===== config.mk =====
export PLATFORM = sky130hd
export DESIGN_NAME = prio_irq_hub
export DESIGN_NICKNAME = d
export VERILOG_FILES = /design/src/rtl/prio_irq_pkg.sv /design/src/rtl/irq_src_bank.sv /design/src/rtl/irq_arbiter.sv /design/src/rtl/prio_irq_hub.sv
export SDC_FILE = /design/constraint.sdc
export NUM_CORES = 1
export LEC_CHECK = 0
export CORE_ASPECT_RATIO = 1.75
export CORE_MARGIN = 8
export CORE_UTILIZATION = 35
export DETAILED_ROUTE_END_ITERATION = 10
export GPL_ROUTABILITY_DRIVEN = 1
export GPL_TIMING_DRIVEN = 0
export HOLD_SLACK_MARGIN = 0.08
export PLACE_DENSITY_LB_ADDON = 0.05
export SLEW_MARGIN = 25
export SYNTH_ARGS = -nofsm -noshare
export SYNTH_HDL_FRONTEND = slang
export SYNTH_SLANG_ARGS = --single-unit
export TNS_END_PERCENT = 100

===== constraint.sdc =====
create_clock -name clk -period 76 [get_ports clk]
set_clock_uncertainty 0.05 [all_clocks]
set_input_delay 7.6 -clock clk [delete_from_list [all_inputs] [get_ports clk]]
set_output_delay 7.6 -clock clk [all_outputs]
set_load 0.05 [all_outputs]

===== src/rtl/prio_irq_pkg.sv =====
package prio_irq_pkg;
  localparam int unsigned WORD_W  = 32;
  localparam int unsigned ADDR_W  = 7;
  localparam logic [6:0]  OFS_PRIO  = 7'h00;
  localparam logic [6:0]  OFS_PEND  = 7'h40;
  localparam logic [6:0]  OFS_EN    = 7'h48;
  localparam logic [6:0]  OFS_THR   = 7'h50;
  localparam logic [6:0]  OFS_CLAIM = 7'h51;
endpackage


===== src/rtl/irq_src_bank.sv =====
module irq_src_bank #(
  parameter int unsigned NUM_SRC = 40,
  localparam int unsigned NWORDS = (NUM_SRC + 31) / 32,
  localparam int unsigned FLAT_W = NWORDS * 32
) (
  input  logic               clk,
  input  logic               rst,
  input  logic [NUM_SRC-1:0] req,
  input  logic [NUM_SRC-1:0] take,
  input  logic [NUM_SRC-1:0] retire,
  output logic [FLAT_W-1:0]  pend_o,
  output logic [FLAT_W-1:0]  held_o
);
  logic [FLAT_W-1:0] req_pad, take_pad, ret_pad, valid_mask;

  always_comb begin
    req_pad    = '0;
    take_pad   = '0;
    ret_pad    = '0;
    valid_mask = '0;
    for (int n = 1; n < NUM_SRC; n++) begin
      req_pad[n]    = req[n];
      take_pad[n]   = take[n];
      ret_pad[n]    = retire[n];
      valid_mask[n] = 1'b1;
    end
  end

  for (genvar w = 0; w < NWORDS; w++) begin : g_word
    logic [31:0] pend_w, held_w;
    logic [31:0] rq, tk, rt, vm;
    assign rq = req_pad[w*32 +: 32];
    assign tk = take_pad[w*32 +: 32];
    assign rt = ret_pad[w*32 +: 32];
    assign vm = valid_mask[w*32 +: 32];

    always_ff @(posedge clk) begin
      if (rst) begin
        pend_w <= '0;
        held_w <= '0;
      end else begin
        pend_w <= (pend_w | (rq & ~held_w & vm)) & ~tk;
        held_w <= (held_w | tk) & ~rt;
      end
    end

    assign pend_o[w*32 +: 32] = pend_w;
    assign held_o[w*32 +: 32] = held_w;
  end
endmodule


===== src/rtl/irq_arbiter.sv =====
module irq_arbiter #(
  parameter int unsigned NUM_SRC = 40,
  parameter int unsigned PRIO_W  = 3,
  localparam int unsigned ID_W   = $clog2(NUM_SRC)
) (
  input  logic [NUM_SRC-1:0]        pend,
  input  logic [NUM_SRC-1:0]        en,
  input  logic [NUM_SRC*PRIO_W-1:0] prio_flat,
  input  logic [PRIO_W-1:0]         thr,
  output logic [ID_W-1:0]           win_id,
  output logic                      win_valid
);
  logic [PRIO_W-1:0] best_p;

  always_comb begin
    best_p    = thr;
    win_id    = '0;
    win_valid = 1'b0;
    for (int i = 0; i < NUM_SRC; i++) begin
      if (pend[i] && en[i] && (prio_flat[i*PRIO_W +: PRIO_W] > best_p)) begin
        best_p    = prio_flat[i*PRIO_W +: PRIO_W];
        win_id    = ID_W'(i);
        win_valid = 1'b1;
      end
    end
  end
endmodule


===== src/rtl/prio_irq_hub.sv =====
module prio_irq_hub #(
  parameter int unsigned NUM_SRC = 40,
  parameter int unsigned PRIO_W  = 3,
  localparam int unsigned ID_W   = $clog2(NUM_SRC),
  localparam int unsigned NWORDS = (NUM_SRC + 31) / 32,
  localparam int unsigned FLAT_W = NWORDS * 32
) (
  input  logic               clk,
  input  logic               rst,
  input  logic [NUM_SRC-1:0] src_req,
  input  logic               reg_rd,
  input  logic               reg_wr,
  input  logic [6:0]         reg_addr,
  input  logic [31:0]        reg_wdata,
  output logic [31:0]        reg_rdata,
  output logic               irq_o,
  output logic [ID_W-1:0]    cur_claim
);
  import prio_irq_pkg::*;

  logic [PRIO_W-1:0]         prio_q [NUM_SRC];
  logic [NUM_SRC*PRIO_W-1:0] prio_flat;
  logic [FLAT_W-1:0]         en_q;
  logic [PRIO_W-1:0]         thr_q;
  logic [ID_W-1:0]           held_q;
  logic [31:0]               rdata_q;
  logic [FLAT_W-1:0]         pend_flat, claim_flat;
  logic [ID_W-1:0]           win_id;
  logic                      win_valid;
  logic                      claim_rd, claim_wr, prio_hit;
  logic [NUM_SRC-1:0]        take_vec, retire_vec;

  assign claim_rd = reg_rd && (reg_addr == OFS_CLAIM);
  assign claim_wr = reg_wr && (reg_addr == OFS_CLAIM);
  assign prio_hit = (reg_addr >= OFS_PRIO) && (reg_addr < OFS_PRIO + 7'(NUM_SRC));

  for (genvar s = 0; s < NUM_SRC; s++) begin : g_prio
    assign prio_flat[s*PRIO_W +: PRIO_W] = prio_q[s];
  end

  always_comb begin
    take_vec   = '0;
    retire_vec = '0;
    if (claim_rd && win_valid) take_vec[win_id] = 1'b1;
    if (claim_wr && (reg_wdata < 32'(NUM_SRC))) retire_vec[reg_wdata[ID_W-1:0]] = 1'b1;
  end

  irq_src_bank #(.NUM_SRC(NUM_SRC)) u_bank (
    .clk    (clk),
    .rst    (rst),
    .req    (src_req),
    .take   (take_vec),
    .retire (retire_vec),
    .pend_o (pend_flat),
    .held_o (claim_flat)
  );

  irq_arbiter #(.NUM_SRC(NUM_SRC), .PRIO_W(PRIO_W)) u_arb (
    .pend      (pend_flat[NUM_SRC-1:0]),
    .en        (en_q[NUM_SRC-1:0]),
    .prio_flat (prio_flat),
    .thr       (thr_q),
    .win_id    (win_id),
    .win_valid (win_valid)
  );

  // configuration registers
  always_ff @(posedge clk) begin
    if (rst) begin
      for (int s = 0; s < NUM_SRC; s++) prio_q[s] <= '0;
      en_q  <= '0;
      thr_q <= '0;
    end else if (reg_wr) begin
      if (prio_hit) prio_q[ID_W'(reg_addr - OFS_PRIO)] <= reg_wdata[PRIO_W-1:0];
      if (reg_addr == OFS_THR) thr_q <= reg_wdata[PRIO_W-1:0];
      for (int w = 0; w < NWORDS; w++) begin
        if (reg_addr == OFS_EN + 7'(w)) begin
          for (int b = 0; b < 32; b++) begin
            en_q[w*32+b] <= ((w*32+b) != 0) && ((w*32+b) < NUM_SRC) && reg_wdata[b];
          end
        end
      end
    end
  end

  // held claim identifier
  always_ff @(posedge clk) begin
    if (rst) begin
      held_q <= '0;
    end else begin
      if (claim_wr && (reg_wdata == 32'(held_q))) held_q <= '0;
      if (claim_rd && win_valid) held_q <= win_id;
    end
  end

  // registered read port
  always_ff @(posedge clk) begin
    if (rst) begin
      rdata_q <= '0;
    end else if (reg_rd) begin
      rdata_q <= '0;
      if (prio_hit) rdata_q <= 32'(prio_q[ID_W'(reg_addr - OFS_PRIO)]);
      if (reg_addr == OFS_THR) rdata_q <= 32'(thr_q);
      if (claim_rd) rdata_q <= 32'(win_id);
      for (int w = 0; w < NWORDS; w++) begin
        if (reg_addr == OFS_PEND + 7'(w)) rdata_q <= pend_flat[w*32 +: 32];
        if (reg_addr == OFS_EN + 7'(w))   rdata_q <= en_q[w*32 +: 32];
      end
    end
  end

  assign reg_rdata = rdata_q;
  assign irq_o     = win_valid;
  assign cur_claim = held_q;
endmodule


### Yosys cells after proc, flatten, opt, wreduce, memory -nomap -nowiden

Memory sizes are Yosys's and may differ from the RTL's.
Index checks and enable logic that the tools add are counted.

* memories kept: 1
* bits of input ports: 83
* output and inout port bits: 39
* word-level logic and storage cells: 310
* flip-flop bits (word level): 208
* memory bits (writable): 120

Memories
* prio_q: depth 40, bits a word 3, read ports 40, clocked after Yosys merged registers in 0, write ports 40, line prio_irq_hub.sv:21 `logic [PRIO_W-1:0] prio_q [NUM_SRC];`

* bitwise operators: 16
* eq/ne operators: 7
* magnitude comparators: 46
* reduce and logical (&&, ||, !) cells: 91
* mux-type cells: 140

Operators with widths (number)
* 32-bit 2-to-1 mux: 6
* 32-bit bitwise AND: 5
* 3-bit 2-to-1 mux: 44
* 3-bit > comparator: 39
* 32-bit NOT: 3
* 1-bit logical AND: 86
* 40-bit 2-to-1 mux: 2
* 5-bit 2-to-1 mux: 16
* 6-bit 2-to-1 mux: 11
* 8-bit NOT with 32-bit output: 2
* 32-bit bitwise OR: 2
* 32-bit by 8-bit bitwise OR with 32-bit output: 2
* 1-bit 2-to-1 mux: 49
* 7-bit equality test, second input constant: 6
* 32-bit by 6-bit equality test with 1-bit output: 1
* 32-bit by 6-bit < comparator with 1-bit output, second input constant: 1
* 4-bit 2-to-1 mux: 8
* 6-bit by 7-bit < comparator with 1-bit output, second input constant: 2
* 1-bit demux with 6-bit select: 2
* 6-bit by 1-bit >= comparator with 1-bit output, second input constant: 2
* 8-bit bitwise AND: 1
* 8-bit NOT: 1
* 7-bit by 1-bit >= comparator with 1-bit output, second input constant: 1
* 7-bit by 6-bit < comparator with 1-bit output, second input constant: 1
* 4 further kinds: 7

### Longest topological paths before layout

An unclocked memory read counts as a cell.

* depth in word-level cells: 125
* mapped depth: 286
* depth with buffers taken out: 283

### By module

From an unflattened synthesis, not the netlist that was laid out.

* cell total of the unflattened synthesis: 2444
* area, all modules: 20717.4 µm²

By module, submodules not included
* prio_irq_hub: sequential area each 6165.9 µm², instances 1, cells each 1121, area each 11521.0 µm²
* irq_arbiter: sequential area each 0.0 µm², instances 1, cells each 990, area each 6060.8 µm²
* irq_src_bank: sequential area each 1561.5 µm², instances 1, cells each 333, area each 3135.5 µm²

### Worst setup path after synthesis

No wires, ideal clock.

* path type: flip-flop to output port
* from: mem prio_q[1][1]
* to: out irq_o
* required time: 68.350 ns
* stages on the path, launching flop included: 274
* path slack: 20.042 ns
* path buffers: 2
* data arrival time: 48.308 ns
* cells stage by stage: edfxtp_1 > ha_1 > nor2b_4 > o311a_4 > nand2_1 > nand2_1 > o21ai_0 > ha_1 > or3b_1 > nand2_1 > a21oi_1 > o32ai_1 > nand2b_1 > mux2_2 > ha_1 > nor2_1 > nor2_1 > a2111oi_1 > [238 not listed] > a31oi_1 > mux2_2 > ha_1 > nand3_1 > nand3_1 > a21oi_1 > inv_1 > mux2_2 > ha_1 > inv_1 > a21o_1 > a21oi_1 > a311oi_1 > nor2_1 > inv_1 > a2111oi_4 > nand2_4 > or3_1

RTL lines
* from (decl): line prio_irq_hub.sv:21
* to (decl): line prio_irq_hub.sv:16 `output logic irq_o,`

### Worst setup path after layout

* from: reg thr_q[2]
* to: out irq_o

* cells in the longest elaborated chain, start to end: 117
* elaborated cells between the ends (all ways): 155
* those cells by class: order compare: 39; mux: 77; reduce/logical: 39

Ends and longest elaborated chain
* from (decl): line prio_irq_hub.sv:24 `logic [PRIO_W-1:0] thr_q;`
* from (signal assigned): line prio_irq_hub.sv:75 `if (reg_addr == OFS_THR) thr_q <= reg_wdata[PRIO_W-1:0];`
* 3-bit > comparator: line irq_arbiter.sv:20 `if (pend[i] && en[i] && (prio_flat[i*PRIO_W +: PRIO_W] > best_p)) begin`
* 1-bit logical AND: line irq_arbiter.sv:20
* 3-bit 2-to-1 mux: line irq_arbiter.sv:20
* 3-bit > comparator: line irq_arbiter.sv:20
* 1-bit logical AND: line irq_arbiter.sv:20
* 3-bit 2-to-1 mux: line irq_arbiter.sv:20
* 3-bit > comparator: line irq_arbiter.sv:20
* 1-bit logical AND: line irq_arbiter.sv:20
* [101 not listed]
* 1-bit logical AND: line irq_arbiter.sv:20
* 3-bit 2-to-1 mux: line irq_arbiter.sv:20
* 3-bit > comparator: line irq_arbiter.sv:20
* 1-bit logical AND: line irq_arbiter.sv:20
* 3-bit 2-to-1 mux: line irq_arbiter.sv:20
* 3-bit > comparator: line irq_arbiter.sv:20
* 1-bit logical AND: line irq_arbiter.sv:20
* 1-bit 2-to-1 mux (*): line irq_arbiter.sv:20

Mark *: on every way between the ends. The rest lies on a longest branch, timed or not.

==> impl_metrics.csv <==
group,metric,value,unit
outcome,status,"complete, no violations",
clock_tree,cts_sinks,334,
timing,slew_viol_final,0,
synth,syn_area_per_cell,9.08,sq um
synth,ys_seq_elements,334,
clock_tree,max-clock-path-buffers,3,
critical_path,cpMostUsedCell,"nor2_1",
cells_and_area,drive_above_1_share,0.0948,
critical_path,critPathLaunchType,"flip-flop",
placement,io_buffers,113,
critical_path,r2r_setup_slack,16.57,ns
power_and_ir_drop,combPwrFrac,0.102,
routing,drt-wirelength-per-cell,27.7,um
power_and_ir_drop,power_frac_seq,0.463,
cells_and_area,layout_commonest_cell,"nand2_1",
timing,worst_pin_slew,1.11,ns
min_path,min_from,"u_bank.g_word[1].held_w[5]$_SDFF_PP0_",
synth,syn_inst,2305,
synth,synth.yosys.seq_area_share,0.403,
critical_path,max_stage_delay,0.72,ns
floorplan,rows,118,
grt,grt_overflow,0,
cells_and_area,nets,2641,
cells_and_area,nFillCells,6039,
floorplan,die_area,68200,sq um
critical_path,r2r_cells,274,
synth,yosys.cell_types.count,114,
power_and_ir_drop,p_sw_frac,0.264,
power_and_ir_drop,ir_worst_vdd,0.0000159,V
clock_tree,cts_tree,"built",
critical_path,critPathTopFamily,"compound AO/OA/AOI/OAI gates",
critical_path,path_buf_inv,9,
timing,finalCriticalPeriod,67.59,ns
critical_path,crit_required,68.35,ns
power_and_ir_drop,pwr-share-clk,0.435,
cells_and_area,syn_to_final_growth,17.4,%
synth,syn_area,20900,sq um
routing,drcViolationCount,0,
grt,grt_pass1_vias,19300,
floorplan,io_pins,122,
critical_path,worst_path_max_delay_cell,"clkdlybuf4s50_1",
power_and_ir_drop,p_sw,0.000118,W
routing,via_per_inst,5.78,
cells_and_area,fin_cells,3322,
floorplan,die_x,201,um
synth,ys_warn_count,0,
cells_and_area,final_cell_mix,"232 x nand2_1, 210 x a21oi_1, 187 x nor2_1, 176 x edfxtp_1, 158 x dfxtp_1",
placement,gp_congestion,0.962,
clock_tree,cts_made_buffers,38,
critical_path,reg2reg_from,"thr_q[2]$_SDFFE_PP0P_",
timing,setup_violations,0,
timing,max_freq,14.8,MHz
grt,antenna_found_initial,2,
power_and_ir_drop,finalPower,0.000447,W
clock_tree,clkTransAtPathRegs,0.07,ns
clock_tree,post_cts_resize_count,0,
floorplan,coreArea,59200,sq um
synth,yosys_most_used_dff,"edfxtp_1",
critical_path,worstSetupEndpointType,"output port",
grt,grt_max_degree,29,
critical_path,cp_max_fo,10,
critical_path,crit_type,"flip-flop to output port",
timing,finalHoldViolations,0,
power_and_ir_drop,power_leakage,9.45,nW
routing,ant_nets,0,
synth,async_flop_share,0,
clock_tree,postCtsSetupBuffers,0,
placement,dp_hpwl,75000,um
min_path,holdPathEnd,"u_bank.g_word[1].held_w[5]$_SDFF_PP0_",
synth,synth_edf_count,176,
clock_tree,postCtsHoldBufs,0,
routing,vias,19200,
power_and_ir_drop,power_density,18.2,nW/um^2
min_path,min-delay-path-class,"flip-flop to flip-flop",
grt,grt_pass1_wl,131000,um
routing,drt_iter0_markers,1210,
flow_run,drv_cap,0,
floorplan,initial_utilization,0.354,
routing,wirelength,92100,um
power_and_ir_drop,p_int,0.000329,W
floorplan,fp.dieH,340,um
timing,rsz0062_at_grt,"no",
clock_tree,clkLatencyLatePin,0.58,ns
timing,min_period_over_period,0.889,
routing,dr.pass1.iters,6,
critical_path,cp_data_arrival_time,59.94,ns
clock_tree,clockRootBuffer,"clkbuf_16",
cells_and_area,antenna_cells,0,
timing,setup_tns,0,ns
min_path,whs_path_depth,2,
critical_path,worstReg2RegEnd,"u_bank.g_word[0].pend_w[14]$_SDFF_PP0_",
placement,place_inst,3253,
clock_tree,cts_max_level,2,
timing,slew_headroom,0.254,
grt,grt.total_usage,0.261,
==> final cells by class <==
class / count / area (sq um) / share of cell area
Inverter: 89 / 334 / 0.0136
Timing Repair Buffer: 113 / 1120 / 0.0456
Buffer: 109 / 428 / 0.0174
Tap cell: 780 / 976 / 0.0397
Clock buffer: 48 / 1030 / 0.0419
Clock inverter: 21 / 251 / 0.0102
Sequential cell: 334 / 8450 / 0.344
Multi-Input combinational cell: 1828 / 12000 / 0.488
==> cells in the mapped netlist, types with 12 or more instances <==
| library cell | instances | share of area |
|---|---|---|
| ha_1 | 45 | 0.027 |
| and3_1 | 90 | 0.027 |
| nand3_1 | 112 | 0.027 |
| clkbuf_1 | 87 | 0.016 |
| buf_1 | 15 | 0.0027 |
| nand2_1 | 232 | 0.042 |
| o21ai_1 | 15 | 0.0036 |
| and2_1 | 107 | 0.032 |
| nor2_1 | 187 | 0.034 |
| nor3_1 | 39 | 0.0093 |
| or2_2 | 16 | 0.0048 |
| o22ai_1 | 21 | 0.0063 |
| mux2_2 | 31 | 0.017 |
| mux4_2 | 55 | 0.059 |
| a221oi_1 | 15 | 0.0063 |
| o211a_1 | 12 | 0.0057 |
| o21a_1 | 13 | 0.0047 |
| nand2b_1 | 49 | 0.015 |
| mux2i_1 | 24 | 0.011 |
| nor2b_1 | 37 | 0.011 |
| o21ai_0 | 124 | 0.030 |
| a211oi_1 | 29 | 0.010 |
| o211ai_1 | 15 | 0.0054 |
| o31ai_1 | 16 | 0.0057 |
| inv_1 | 89 | 0.016 |
| a21o_1 | 19 | 0.0068 |
| nor3b_1 | 14 | 0.0050 |
| edfxtp_1 | 176 | 0.25 |
| dfxtp_1 | 158 | 0.15 |
| a21oi_1 | 210 | 0.050 |
| a31oi_1 | 24 | 0.0072 |
==> worst max-delay path by stage <==
stage | start | end | cells after the start
final | thr_q[2]$_SDFFE_PP0P_ | irq_o | 273
after global routing | thr_q[2]$_SDFFE_PP0P_ | irq_o | 274
after CTS | thr_q[2]$_SDFFE_PP0P_ | irq_o | 273
after detailed placement | thr_q[2]$_SDFFE_PP0P_ | irq_o | 273
after global placement | thr_q[2]$_SDFFE_PP0P_ | irq_o | 273
after floorplan | prio_q[1][1]$_SDFFCE_PN0P_ | irq_o | 273
==> kinds of logic after synthesis <==
logic type	Yosys count	synth area share
AOI/OAI and AO/OA	646	0.204
xor gates and xnor gates	6	0.00251
adders and majority gates	54	0.0312
buffers and inverters	198	0.0360
DFF	334	0.403
muxes	111	0.0880
other	1	0.000179
and+or+nand+nor	955	0.235
==> worst register-to-register path: cells and delay by family, from the launching register on <==
family | cells | cell delay (ns)
and+or+nand+nor | 111 | 18.17
AOI/OAI and AO/OA | 99 | 22.69
muxes | 8 | 2.90
adders and majority gates | 47 | 12.98
DFF | 1 | 0.61
buffers and inverters | 9 | 1.76
==> state kept, by name, summed over array words and instances, names as in the netlist <==
register              count
prio_q                  176
en_q                     39
u_bank.g_word.held_w     39
u_bank.g_word.pend_w     39
reg_rdata                32
cur_claim                 6
thr_q                     3
==> per-layer routing <==
layer  routed length, um  up-vias  share of wire  global-route usage
met4                7720        2          0.084               0.197
met5                  15        -        0.00016                   0
met1               32200     9288           0.35               0.262
li1                    -     8936              -                   -
met2               47300      721           0.51               0.477
met3                4750      258          0.052              0.0419
==> power by group through the flow <==
stage | logic, W | registers (W) | clock network, W
2_1_floorplan | 0.0000251 | 0.000206 | 0
3_3_place_gp | 0.0000447 | 0.000211 | 0
3_5_place_dp | 0.0000450 | 0.000211 | 0
4_1_cts | 0.0000453 | 0.000207 | 0.000198
5_1_grt | 0.0000482 | 0.000208 | 0.000203
6_report | 0.0000456 | 0.000207 | 0.000195
==> stage by stage <==
step / setup WS [ns] / util / hold slack [ns] / instance area [sq um]
after floorplan: 20.04 / - / 0.377 / 21100
after global placement: 10.17 / 0.393 / 0.390 / 23300
after detailed placement: 9.82 / 0.393 / 0.404 / 23300
after CTS: 8.89 / 0.415 / 0.415 / 24600
after global routing: 4.17 / 0.415 / 0.445 / 24600
final: 8.41 / 0.415 / 0.413 / 24600
Note: power is estimated with default switching activity, not from simulation.
